===== config.mk =====
export PLATFORM = sky130hd
export DESIGN_NAME = lpc_target
export DESIGN_NICKNAME = d
export VERILOG_FILES = /design/src/rtl/lpc_tgt_pkg.sv /design/src/rtl/lpc_tgt_capture.sv /design/src/rtl/lpc_tgt_drive.sv /design/src/rtl/lpc_target.sv
export SDC_FILE = /design/constraint.sdc
export NUM_CORES = 1
export LEC_CHECK = 0
export ABC_AREA = 0
export BUFFER_PORTS_ARGS = -buffer_cell sky130_fd_sc_hd__buf_4
export CAP_MARGIN = 10
export CORE_MARGIN = 2
export CORE_UTILIZATION = 54
export DETAILED_ROUTE_END_ITERATION = 10
export PLACE_DENSITY = 0.8
export SETUP_SLACK_MARGIN = 0.15
export SYNTH_ARGS = -nofsm -noshare
export SYNTH_HDL_FRONTEND = slang
export SYNTH_SLANG_ARGS = --single-unit

===== constraint.sdc =====
create_clock -name clk -period 4 [get_ports clk]
set_input_delay 0.2 -clock clk [delete_from_list [all_inputs] [get_ports clk]]
set_output_delay 0.2 -clock clk [all_outputs]
set_load 0.01 [all_outputs]

===== src/rtl/lpc_tgt_pkg.sv =====
package lpc_tgt_pkg;

  typedef enum logic [3:0] {
    ST_IDLE, ST_CTYPE, ST_ADDR, ST_CHAN, ST_SIZE, ST_HDATA,
    ST_HTAR, ST_SYNC, ST_READY, ST_TDATA, ST_TTAR
  } lpc_st_e;

  typedef enum logic [1:0] {
    K_IO  = 2'd0,
    K_MEM = 2'd1,
    K_FW  = 2'd2,
    K_DMA = 2'd3
  } lpc_kind_e;

  localparam logic [3:0] NIB_START = 4'b0000;
  localparam logic [3:0] NIB_FW_RD = 4'b1101;
  localparam logic [3:0] NIB_FW_WR = 4'b1110;
  localparam logic [3:0] NIB_WAIT  = 4'b0110;
  localparam logic [3:0] NIB_READY = 4'b0000;
  localparam logic [3:0] NIB_PARK  = 4'b1111;
  localparam int         TAR_CLKS  = 2;

  function automatic logic is_fw_start(logic [3:0] n);
    return (n == NIB_FW_RD) || (n == NIB_FW_WR);
  endfunction

  // number of clocks spent in a multi-clock phase
  function automatic int phase_len(lpc_st_e st, lpc_kind_e k,
                                   int io_n, int mem_n, int dat_n);
    case (st)
      ST_ADDR:          return (k == K_IO) ? io_n : mem_n;
      ST_HDATA,
      ST_TDATA:         return dat_n;
      ST_HTAR, ST_TTAR: return TAR_CLKS;
      default:          return 1;
    endcase
  endfunction

  // a target-driven phase means LAD belongs to this block
  function automatic logic target_phase(lpc_st_e st);
    return (st == ST_SYNC) || (st == ST_READY) ||
           (st == ST_TDATA) || (st == ST_TTAR);
  endfunction

endpackage


===== src/rtl/lpc_tgt_capture.sv =====
module lpc_tgt_capture
  import lpc_tgt_pkg::*;
#(
  parameter int AW = 32,
  parameter int DN = 2,
  parameter int CW = 4
) (
  input  logic            clk,
  input  logic            rst_n,
  input  logic [3:0]      lad_i,
  input  logic            clr_addr,
  input  logic            sh_addr,
  input  logic            wcap,
  input  logic            chan_en,
  input  logic [CW-1:0]   idx,
  output logic [AW-1:0]   addr,
  output logic [DN*4-1:0] wdata,
  output logic [2:0]      chan,
  output logic            tc
);

  always_ff @(posedge clk or negedge rst_n) begin
    if (!rst_n)        addr <= '0;
    else if (clr_addr) addr <= '0;
    else if (sh_addr)  addr <= {addr[AW-5:0], lad_i};
  end

  always_ff @(posedge clk or negedge rst_n) begin
    if (!rst_n) begin
      chan <= '0;
      tc   <= 1'b0;
    end else if (chan_en) begin
      chan <= lad_i[2:0];
      tc   <= lad_i[3];
    end
  end

  // one register per data nibble, low nibble arrives first
  for (genvar g = 0; g < DN; g++) begin : g_wnib
    logic [3:0] nib_q;
    always_ff @(posedge clk or negedge rst_n) begin
      if (!rst_n)                          nib_q <= '0;
      else if (wcap && (idx == CW'(g)))    nib_q <= lad_i;
    end
    assign wdata[g*4 +: 4] = nib_q;
  end

endmodule


===== src/rtl/lpc_tgt_drive.sv =====
module lpc_tgt_drive
  import lpc_tgt_pkg::*;
#(
  parameter int DW = 8,
  parameter int CW = 4
) (
  input  logic          clk,
  input  logic          rst_n,
  input  lpc_st_e       st,
  input  logic [CW-1:0] idx,
  input  logic          ack_take,
  input  logic [DW-1:0] rdata_i,
  output logic [3:0]    lad_o,
  output logic          lad_oe
);

  logic [DW-1:0] rbuf;
  logic [DW-1:0] rsh;

  always_ff @(posedge clk or negedge rst_n) begin
    if (!rst_n)        rbuf <= '0;
    else if (ack_take) rbuf <= rdata_i;
  end

  assign rsh = rbuf >> {idx, 2'b00};

  always_comb begin
    lad_oe = 1'b0;
    lad_o  = NIB_PARK;
    case (st)
      ST_SYNC:  begin lad_oe = 1'b1; lad_o = NIB_WAIT;  end
      ST_READY: begin lad_oe = 1'b1; lad_o = NIB_READY; end
      ST_TDATA: begin lad_oe = 1'b1; lad_o = rsh[3:0];  end
      ST_TTAR:  begin lad_oe = (idx == '0); lad_o = NIB_PARK; end
      default:  ;
    endcase
  end

  // output enable never outside the target's own phases
  AST_OE_TARGET_ONLY: assert property (@(posedge clk) disable iff (!rst_n)
    lad_oe |-> target_phase(st));

endmodule


===== src/rtl/lpc_target.sv =====
module lpc_target
  import lpc_tgt_pkg::*;
#(
  parameter int IO_NIBS   = 4,
  parameter int MEM_NIBS  = 8,
  parameter int DATA_NIBS = 2
) (
  input  logic                  clk,
  input  logic                  rst_n,
  input  logic                  frame_i,
  input  logic [3:0]            lad_i,
  output logic [3:0]            lad_o,
  output logic                  lad_oe,
  output logic                  req_o,
  output logic [1:0]            kind_o,
  output logic [MEM_NIBS*4-1:0] addr_o,
  output logic                  we_o,
  output logic [DATA_NIBS*4-1:0] wdata_o,
  input  logic                  ack_i,
  input  logic [DATA_NIBS*4-1:0] rdata_i,
  output logic [2:0]            dma_chan_o,
  output logic                  dma_tc_o
);

  localparam int AW = MEM_NIBS * 4;
  localparam int DW = DATA_NIBS * 4;
  localparam int IOW = IO_NIBS * 4;
  localparam int CW = $clog2(MEM_NIBS + DATA_NIBS + TAR_CLKS + 1);

  lpc_st_e       state, st_n;
  lpc_kind_e     kind, kind_n;
  logic          we, we_n;
  logic [CW-1:0] cnt, cnt_n;
  logic          last;
  logic          clr_addr, sh_addr, wcap, chan_en;

  // named events for the checks
  logic ev_start, ev_abort, ev_ack;
  assign ev_start = frame_i && ((lad_i == NIB_START) || is_fw_start(lad_i));
  assign ev_abort = frame_i && (state != ST_IDLE);
  assign ev_ack   = (state == ST_SYNC) && ack_i && !frame_i;

  assign last = (int'(cnt) == phase_len(state, kind, IO_NIBS, MEM_NIBS, DATA_NIBS) - 1);

  always_comb begin
    st_n     = state;
    kind_n   = kind;
    we_n     = we;
    cnt_n    = cnt + 1'b1;
    clr_addr = 1'b0;
    sh_addr  = 1'b0;
    wcap     = 1'b0;
    chan_en  = 1'b0;
    if (frame_i) begin
      cnt_n    = '0;
      clr_addr = 1'b1;
      if (lad_i == NIB_START) begin
        st_n = ST_CTYPE;
      end else if (is_fw_start(lad_i)) begin
        st_n   = ST_ADDR;
        kind_n = K_FW;
        we_n   = (lad_i == NIB_FW_WR);
      end else begin
        st_n = ST_IDLE;
      end
    end else begin
      case (state)
        ST_IDLE: cnt_n = '0;
        ST_CTYPE: begin
          cnt_n = '0;
          if (!lad_i[3]) begin
            kind_n = lad_i[2] ? K_MEM : K_IO;
            we_n   = lad_i[1];
            st_n   = ST_ADDR;
          end else if (!lad_i[2]) begin
            kind_n = K_DMA;
            we_n   = !lad_i[1];
            st_n   = ST_CHAN;
          end else begin
            st_n = ST_IDLE;
          end
        end
        ST_ADDR: begin
          sh_addr = 1'b1;
          if (last) begin
            cnt_n = '0;
            st_n  = we ? ST_HDATA : ST_HTAR;
          end
        end
        ST_CHAN: begin
          chan_en = 1'b1;
          cnt_n   = '0;
          st_n    = ST_SIZE;
        end
        ST_SIZE: begin
          cnt_n = '0;
          st_n  = we ? ST_HDATA : ST_HTAR;
        end
        ST_HDATA: begin
          wcap = 1'b1;
          if (last) begin
            cnt_n = '0;
            st_n  = ST_HTAR;
          end
        end
        ST_HTAR: if (last) begin
          cnt_n = '0;
          st_n  = ST_SYNC;
        end
        ST_SYNC: begin
          cnt_n = '0;
          if (ack_i) st_n = ST_READY;
        end
        ST_READY: begin
          cnt_n = '0;
          st_n  = we ? ST_TTAR : ST_TDATA;
        end
        ST_TDATA: if (last) begin
          cnt_n = '0;
          st_n  = ST_TTAR;
        end
        ST_TTAR: if (last) begin
          cnt_n = '0;
          st_n  = ST_IDLE;
        end
        default: st_n = ST_IDLE;
      endcase
    end
  end

  always_ff @(posedge clk or negedge rst_n) begin
    if (!rst_n) begin
      state <= ST_IDLE;
      kind  <= K_IO;
      we    <= 1'b0;
      cnt   <= '0;
    end else begin
      state <= st_n;
      kind  <= kind_n;
      we    <= we_n;
      cnt   <= cnt_n;
    end
  end

  assign req_o  = (state == ST_SYNC);
  assign kind_o = kind;
  assign we_o   = we;

  lpc_tgt_capture #(.AW(AW), .DN(DATA_NIBS), .CW(CW)) u_cap (
    .clk(clk), .rst_n(rst_n), .lad_i(lad_i),
    .clr_addr(clr_addr), .sh_addr(sh_addr), .wcap(wcap), .chan_en(chan_en),
    .idx(cnt), .addr(addr_o), .wdata(wdata_o), .chan(dma_chan_o), .tc(dma_tc_o)
  );

  lpc_tgt_drive #(.DW(DW), .CW(CW)) u_drv (
    .clk(clk), .rst_n(rst_n), .st(state), .idx(cnt), .ack_take(ev_ack),
    .rdata_i(rdata_i), .lad_o(lad_o), .lad_oe(lad_oe)
  );

  AST_REQ_HOLD: assert property (@(posedge clk) disable iff (!rst_n)
    (req_o && !ack_i && !frame_i) |=> req_o);
  AST_WAIT_CODE: assert property (@(posedge clk) disable iff (!rst_n)
    req_o |-> (lad_oe && lad_o == NIB_WAIT));
  AST_READY_ONE: assert property (@(posedge clk) disable iff (!rst_n)
    ev_ack |=> (lad_oe && lad_o == NIB_READY && !req_o));
  AST_ABORT_RELEASE: assert property (@(posedge clk) disable iff (!rst_n)
    frame_i |=> (!lad_oe && !req_o));
  AST_PARK_BEFORE_FLOAT: assert property (@(posedge clk) disable iff (!rst_n)
    ($fell(lad_oe) && !$past(frame_i)) |-> ($past(lad_o) == NIB_PARK));
  AST_REQ_FIELDS_STABLE: assert property (@(posedge clk) disable iff (!rst_n)
    (req_o && !$rose(req_o)) |-> ($stable(addr_o) && $stable(we_o) && $stable(kind_o)));
  AST_SIDEBAND_HOLD: assert property (@(posedge clk) disable iff (!rst_n)
    req_o |-> ($stable(dma_chan_o) && $stable(dma_tc_o)));
  AST_NO_JUNK_START: assert property (@(posedge clk) disable iff (!rst_n)
    (state == ST_IDLE && frame_i && !ev_start) |=> (state == ST_IDLE));

  if (IOW < AW) begin : g_io_chk
    AST_IO_ZERO_EXT: assert property (@(posedge clk) disable iff (!rst_n)
      (req_o && kind_o == K_IO) |-> (addr_o[AW-1:IOW] == '0));
  end

endmodule


Word-level counts from Yosys, hierarchy flattened
Cells that the tools add are included.

storage, ports and cells
  bits in registers = 63
  bits of input ports = 16
  output and inout bits = 53
  word-level logic and storage cells = 99

operators by class
  add/subtract/negate cells = 2
  eq/ne operators = 24
  shift-type cells = 1
  muxes and demuxes = 43
  reductions and logical operators = 19

operator list
  kind                                                                    number
  32-bit two-way mux                                                      2
  4-bit one-hot mux with 11 select lines                                  1
  4-bit two-way mux                                                       10
  5-bit by 32-bit equality test with 1-bit output                         1
  32-bit by 2-bit subtractor with 32-bit output (second input constant)   1
  2-bit two-way mux                                                       12
  4-bit equality test (second input constant)                             5
  3-bit != test (second input constant)                                   6
  4-bit by 3-bit equality test with 1-bit output (second input constant)  4
  4-bit one-hot mux with 2 select lines                                   2
  1-bit two-way mux                                                       14
  4-bit logical NOT                                                       3
  4-bit one-hot mux with 3 select lines                                   1
  4-bit by 1-bit equality test with 1-bit output (second input constant)  2
  4-bit by 2-bit equality test with 1-bit output (second input constant)  2
  8-bit by 6-bit right shift with 4-bit output                            1
  7-bit AND reduction                                                     1
  6-bit OR reduction                                                      1
  5-bit OR reduction                                                      1
  4-bit by 1-bit adder with 4-bit output (second input constant)          1
  1-bit logical AND                                                       4
  2-bit != test (second input constant)                                   2
  4-bit AND reduction                                                     1
  2-bit nonzero test                                                      2
  other kinds (8)                                                         9

Depth between registers and ports, before layout
  depth after elaboration = 8
  mapped depth = 13
  mapped depth without buffers = 10

By module
From an unflattened synthesis, not the netlist that was laid out.

unflattened totals
  cell total of the unflattened synthesis = 266
  area, all modules = 3062.9 um2

modules (own cells, without submodules)
  module           times used  cells an instance  area each (um2)  seq. area each (um2)
  lpc_tgt_capture  1           130                1761.7           1101.1
  lpc_target       1           102                878.3            275.3
  lpc_tgt_drive    1           34                 422.9            200.2

Worst setup path before layout
Ideal clock, no wire load.

  path type = reg-to-reg
  start = reg state[2]
  end = reg state[1]
  setup time = 82 ps
  arrival = 2929 ps
  data required time = 3918 ps
  slack = 990 ps
  stages on the path, launching flop included = 14
  buffers on the path = 3
  period minus slack after synthesis = 3010 ps
  path through = dfrtp_1 > buf_6 > or4b_4 > buf_6 > clkbuf_1 > nor2_1 > inv_1 > ha_1 > xnor2_1 > nor3_1 > o21a_2 > or4_1 > o31ai_1 > mux2i_1

between the ends
  word-level cells in the longest chain between the ends = 7
  elaborated cells on any way between the ends = 25
  classes of those cells = add/sub: 1; eq/ne: 18; mux: 3; reduce/logical: 3

RTL lines
  element                                                                                RTL line                             RTL
  start: declaration                                                                     lpc_target.sv:30                     lpc_st_e state, st_n;
  start signal: assignment                                                               lpc_target.sv:138                    state <= st_n;
  4-bit by 3-bit equality test with 1-bit output or 4-bit equality test (tied branches)  lpc_tgt_pkg.sv:30, lpc_target.sv:67
  4-bit OR reduction (no line)                                                           -
  4-bit one-hot mux with 2 select lines                                                  lpc_tgt_pkg.sv:30                    case (st)
  32-bit by 2-bit subtractor with 32-bit output                                          lpc_target.sv:43                     assign last = (int'(cnt) == phase_len(state, kind, IO_NIBS, MEM_NIBS, DATA_NIBS) - 1);
  5-bit by 32-bit equality test with 1-bit output                                        lpc_target.sv:43
  3-bit != test (no line)                                                                -
  7-bit AND reduction (no line)                                                          -

Several ways; a longest one is shown, not always the timed one.
A chain may end at the register's enable or synchronous reset.

Final worst setup path
  start = reg state[2]
  end = reg cnt[1]

between the ends
  word-level cells in the longest chain between the ends = 8
  elaborated cells on any way between the ends = 20
  classes of those cells = add/sub: 1; eq/ne: 11; mux: 4; reduce/logical: 4

RTL lines
  element                                                                                RTL line                             RTL
  4-bit by 3-bit equality test with 1-bit output or 4-bit equality test (tied branches)  lpc_tgt_pkg.sv:30, lpc_target.sv:67
  4-bit OR reduction (no line)                                                           -
  4-bit one-hot mux with 2 select lines                                                  lpc_tgt_pkg.sv:30
  32-bit by 2-bit subtractor with 32-bit output                                          lpc_target.sv:43
  5-bit by 32-bit equality test with 1-bit output                                        lpc_target.sv:43
  4-bit two-way mux                                                                      -
  4-bit one-hot mux with 2 select lines (*)                                              lpc_target.sv:67                     case (state)
  4-bit two-way mux (*)                                                                  lpc_target.sv:54                     if (frame_i) begin
  named net cnt_n[1]                                                                     lpc_target.sv:33                     logic [CW-1:0] cnt, cnt_n;
  end signal: assignment                                                                 lpc_target.sv:141                    cnt <= cnt_n;
  end: declaration                                                                       lpc_target.sv:33

Mark *: on every way through the listed nets, which the timed path passes. The rest lies on a longest branch.

==> metrics.md <==
| Metric | Value |
|---|---|
| Routed wire length | 6680 um |
| Number of unique standard cell types used by synthesis | 49 |
| Buffer depth of the longest clock path | 2 |
| TritonCTS Sinks | 63 |
| Critical-path top delay cell | or4b_4 |
| Worst setup slack after layout | 0.788 ns |
| Timing startpoint of the critical path | state[2] |
| Remaining antenna violation count after routing | 0 |
| Critical path destination | cnt[1] |
| Final Hold Vio Count | 0 |
| Post-synth EDFFs | 0 |
| Htree depth | 3 |
| Gp weighted congestion | 0.883 |
| Worst-Skew Late Latency | 0.34 ns |
| Maximum fanout along the worst path | 20 |
| Maximum vdd ir drop | between 300 and 400 uV |
| Fin crit period | between 3 and 4 ns |
| Clk slew on worst S/H paths | 0.07 ns |
| Share of synthesized flip-flops with an asynchronous set or reset | 1.00 |
| Slack of the worst reg-to-reg path | 0.79 ns |
| Fin crit share | 0.803 |
| Start of the worst register-to-register path | state[2] |
| Die height | between 70 and 80 um |
| Post-route total power | 1.34 mW |
| Clk pwr share | 0.408 |
| Count of input and output buffers | 68 |
| Setup CP Type | flop to flop |
| Number of buffers inserted during clock tree synthesis | 9 |
| Seq/Total Area, Yosys | 0.521 |
| Primary FF master, synth | dfrtp_1 |
| Cell Pwr Density | 358 nW/um^2 |
| Data required time of the worst path | 4.20 ns |
| Number of antenna violations at the first check in global routing | 0 |
| Headroom to the max-slew limit | 0.380 |
| Number of DRC violations after detailed routing | 0 |
| Syn Inst Count | 292 |
| Worst Setup Start Kind | flop |
| Clock tree from TritonCTS | built |
| Share of post-route cells with drive strength above 1 | 0.310 |
| DPL Wire Length | around 4600 um |
| Path depth of the worst reg2reg path | 10 |
| Initial DRC Count | 228 |
| Leftover overflow at the end of global routing | 0 |
| Post-synthesis area per instance | between 10 and 15 um^2 |
| Min-delay src | rdata_i[0] |
| Worst reg2reg path endpoint | cnt[1] |
| Path class of the lowest-slack min-delay path | primary input to flop |
| Worst Setup Slack post-DPL | roughly 0.82 ns |
| Final Setup Violations | 0 |
| Status | completed |
| Layout filler cell count | 431 |
| Largest net degree at the start of global routing | 64 |
| Inserted Diodes | 0 |
| Max Cap Violations | 0 |
| Crit. End Element | flop |
| GR Util All Layers | 0.233 |
| Total die area | 6220 um^2 |
| Proportion of power drawn by flip-flops and latches | 0.501 |
| Standby leakage power | around 1.8 nW |
| Routed length per instance | 15.5 um |
| Final Util | 0.684 |
| Vias in the first global route | 2,380 |
| Summed negative setup slack over all endpoints | 0 ns |
| Initial Utilization | 0.553 |
| Number of nets in the finished design | approximately 370 |
| Synth-to-layout area growth | 23.7% |
| Number of iterations in the first detailed-routing pass | 5 |
| Core region area | 5470 um^2 |
| Total number of placement rows | 27 |
| Number of ports placed on the die boundary | just under 70 |
| Via Count | 2,493 |
| Worst Skew | 0.0138 ns |
| Wire length of the first global-routing pass | approximately 11,000 um |
| Switching share of total power | 0.248 |
| Total count of max-transition violations in the final report | 0 |
| Cell chosen for the clock root | clkbuf_8 |
| Power spent charging and discharging nets | 0.333 mW |
| Flop and latch count out of synthesis | 63 |
| Synthesized area | around 3000 um^2 |
| Ordered list of cells on the worst path | or4b_4, nor2_1, inv_1, ha_1, xnor2_1, nor3_1, o21a_2, o21bai_1, a211oi_2, nor3b_1 |
| Actual slew at the worst max-slew pin | a little over 0.9 ns |
| Peak Freq | 311 MHz |
| Most common cell after layout, fill and taps aside | buf_4 |
| Worst Path Arrival | 3.41 ns |
| Top library cells by usage in the layout, fill and taps aside | buf_4, dfrtp_1, nand2_1, a21oi_1, mux2_2 |
| Die X-Extent | about 79 um |
| Unrepaired setup endpoints after global routing | false |
| Gate power share | 0.091 |
| Int Power | 1.01 mW |
| Maximum single-stage delay on the critical path | 0.76 ns |
| Mean number of vias per cell | around 5.8 |
| Setup fix buffers added after clock tree synthesis | 0 |
| Ys Warns | 0 |
| Mapped Nets | roughly 310 |
-- synth_stat cells, types with 2 or more instances --
cell / count / area share
nand3_1: 5 / 0.0083
a22o_1: 15 / 0.043
nor2_1: 17 / 0.021
o211ai_1: 3 / 0.0074
xnor2_1: 3 / 0.0087
nor3_1: 3 / 0.0050
mux2_2: 20 / 0.074
buf_6: 2 / 0.0074
buf_2: 4 / 0.0066
nor2b_1: 2 / 0.0041
mux2i_1: 6 / 0.020
o221ai_1: 2 / 0.0058
inv_1: 6 / 0.0074
clkbuf_1: 13 / 0.016
ha_1: 4 / 0.017
nor4_1: 3 / 0.0062
nand4_1: 3 / 0.0062
nand2_1: 48 / 0.060
o21ai_0: 16 / 0.026
xor2_1: 2 / 0.0058
a21oi_1: 24 / 0.040
dfrtp_1: 63 / 0.52
and3_1: 2 / 0.0041
-- routing by layer --
layer / vias to the layer above / routed length [um] / global-route usage
met3: 12 / 467 / 0.0614
met1: 1214 / 3020 / 0.332
met4: 0 / 131 / 0.0931
li1: 1164 / - / -
met2: 103 / 3060 / 0.344
met5: - / 0 / 0
-- critical path: cells and delay by family (launching register included) --
family | cells | cell delay (ns)
AND/OR/NAND/NOR | 4 | 1.37
AO/OA/AOI/OAI | 3 | 0.67
XOR/XNOR | 1 | 0.12
adder cells (fa/ha/maj) | 1 | 0.29
buffers and inverters | 1 | 0.06
flip-flops | 1 | 0.59
-- state kept, by name (all words and copies together) (netlist names) --
register and cells:
kind_o 2, we_o 1, u_cap.tc 1, u_cap.chan 3
u_cap.g_wnib.nib_q 8, cnt 4, state 4, u_cap.addr 32
u_drv.rbuf 8
-- how the worst min path moves through the flow --
stage,to,depth (start not counted)
2_1_floorplan,cnt[0],0
3_3_place_gp,cnt[2],1
3_5_place_dp,cnt[2],1
4_1_cts,u_drv.rbuf[0],2
5_1_grt,u_drv.rbuf[5],2
6_report,u_drv.rbuf[0],2
-- power by group through the flow --
stage	logic, mW	registers (mW)	clock network, mW
4_1_cts	0.123	0.672	0.558
3_5_place_dp	0.121	0.684	0
5_1_grt	0.136	0.676	0.588
2_1_floorplan	0.0639	0.683	0
6_report	0.122	0.672	0.548
3_3_place_gp	0.121	0.683	0
-- timing repair --
action	CTS	global route
gates resized for setup	0	0
hold buffers	1	0
hold endpoints to repair	63	0
-- metrics by stage --
stage	cells	instance area [um^2]	hold slack [ns]
floorplan	292	3030	-0.0956
global placement	413	3540	0.335
detailed placement	413	3540	0.328
CTS	430	3740	0.0851
global route	430	3740	0.0853
finish	430	3740	0.0947
-- layout make-up --
| cell class | instances | area (um^2) | share of cell area |
|---|---|---|---|
| Multi-Input combinational cell | 202 | 1330 | 0.354 |
| Clock inverter | 5 | 57.6 | 0.0154 |
| Clock buffer | 11 | 141 | 0.0378 |
| Sequential cell | 63 | 1580 | 0.421 |
| Inverter | 7 | 26.3 | 0.00702 |
| Tap cell | 72 | 90.1 | 0.0241 |
| Timing Repair Buffer | 70 | 528 | 0.141 |
-- kinds of logic after synthesis --
family | share of synthesized area
adders and majority gates | 0.0198
buffers and inverters | 0.0413
muxes | 0.0992
AOI/OAI and AO/OA | 0.162
and+or+nand+nor | 0.142
xor gates and xnor gates | 0.0145
DFF | 0.521
No activity file was read; power rests on OpenSTA's default activity.
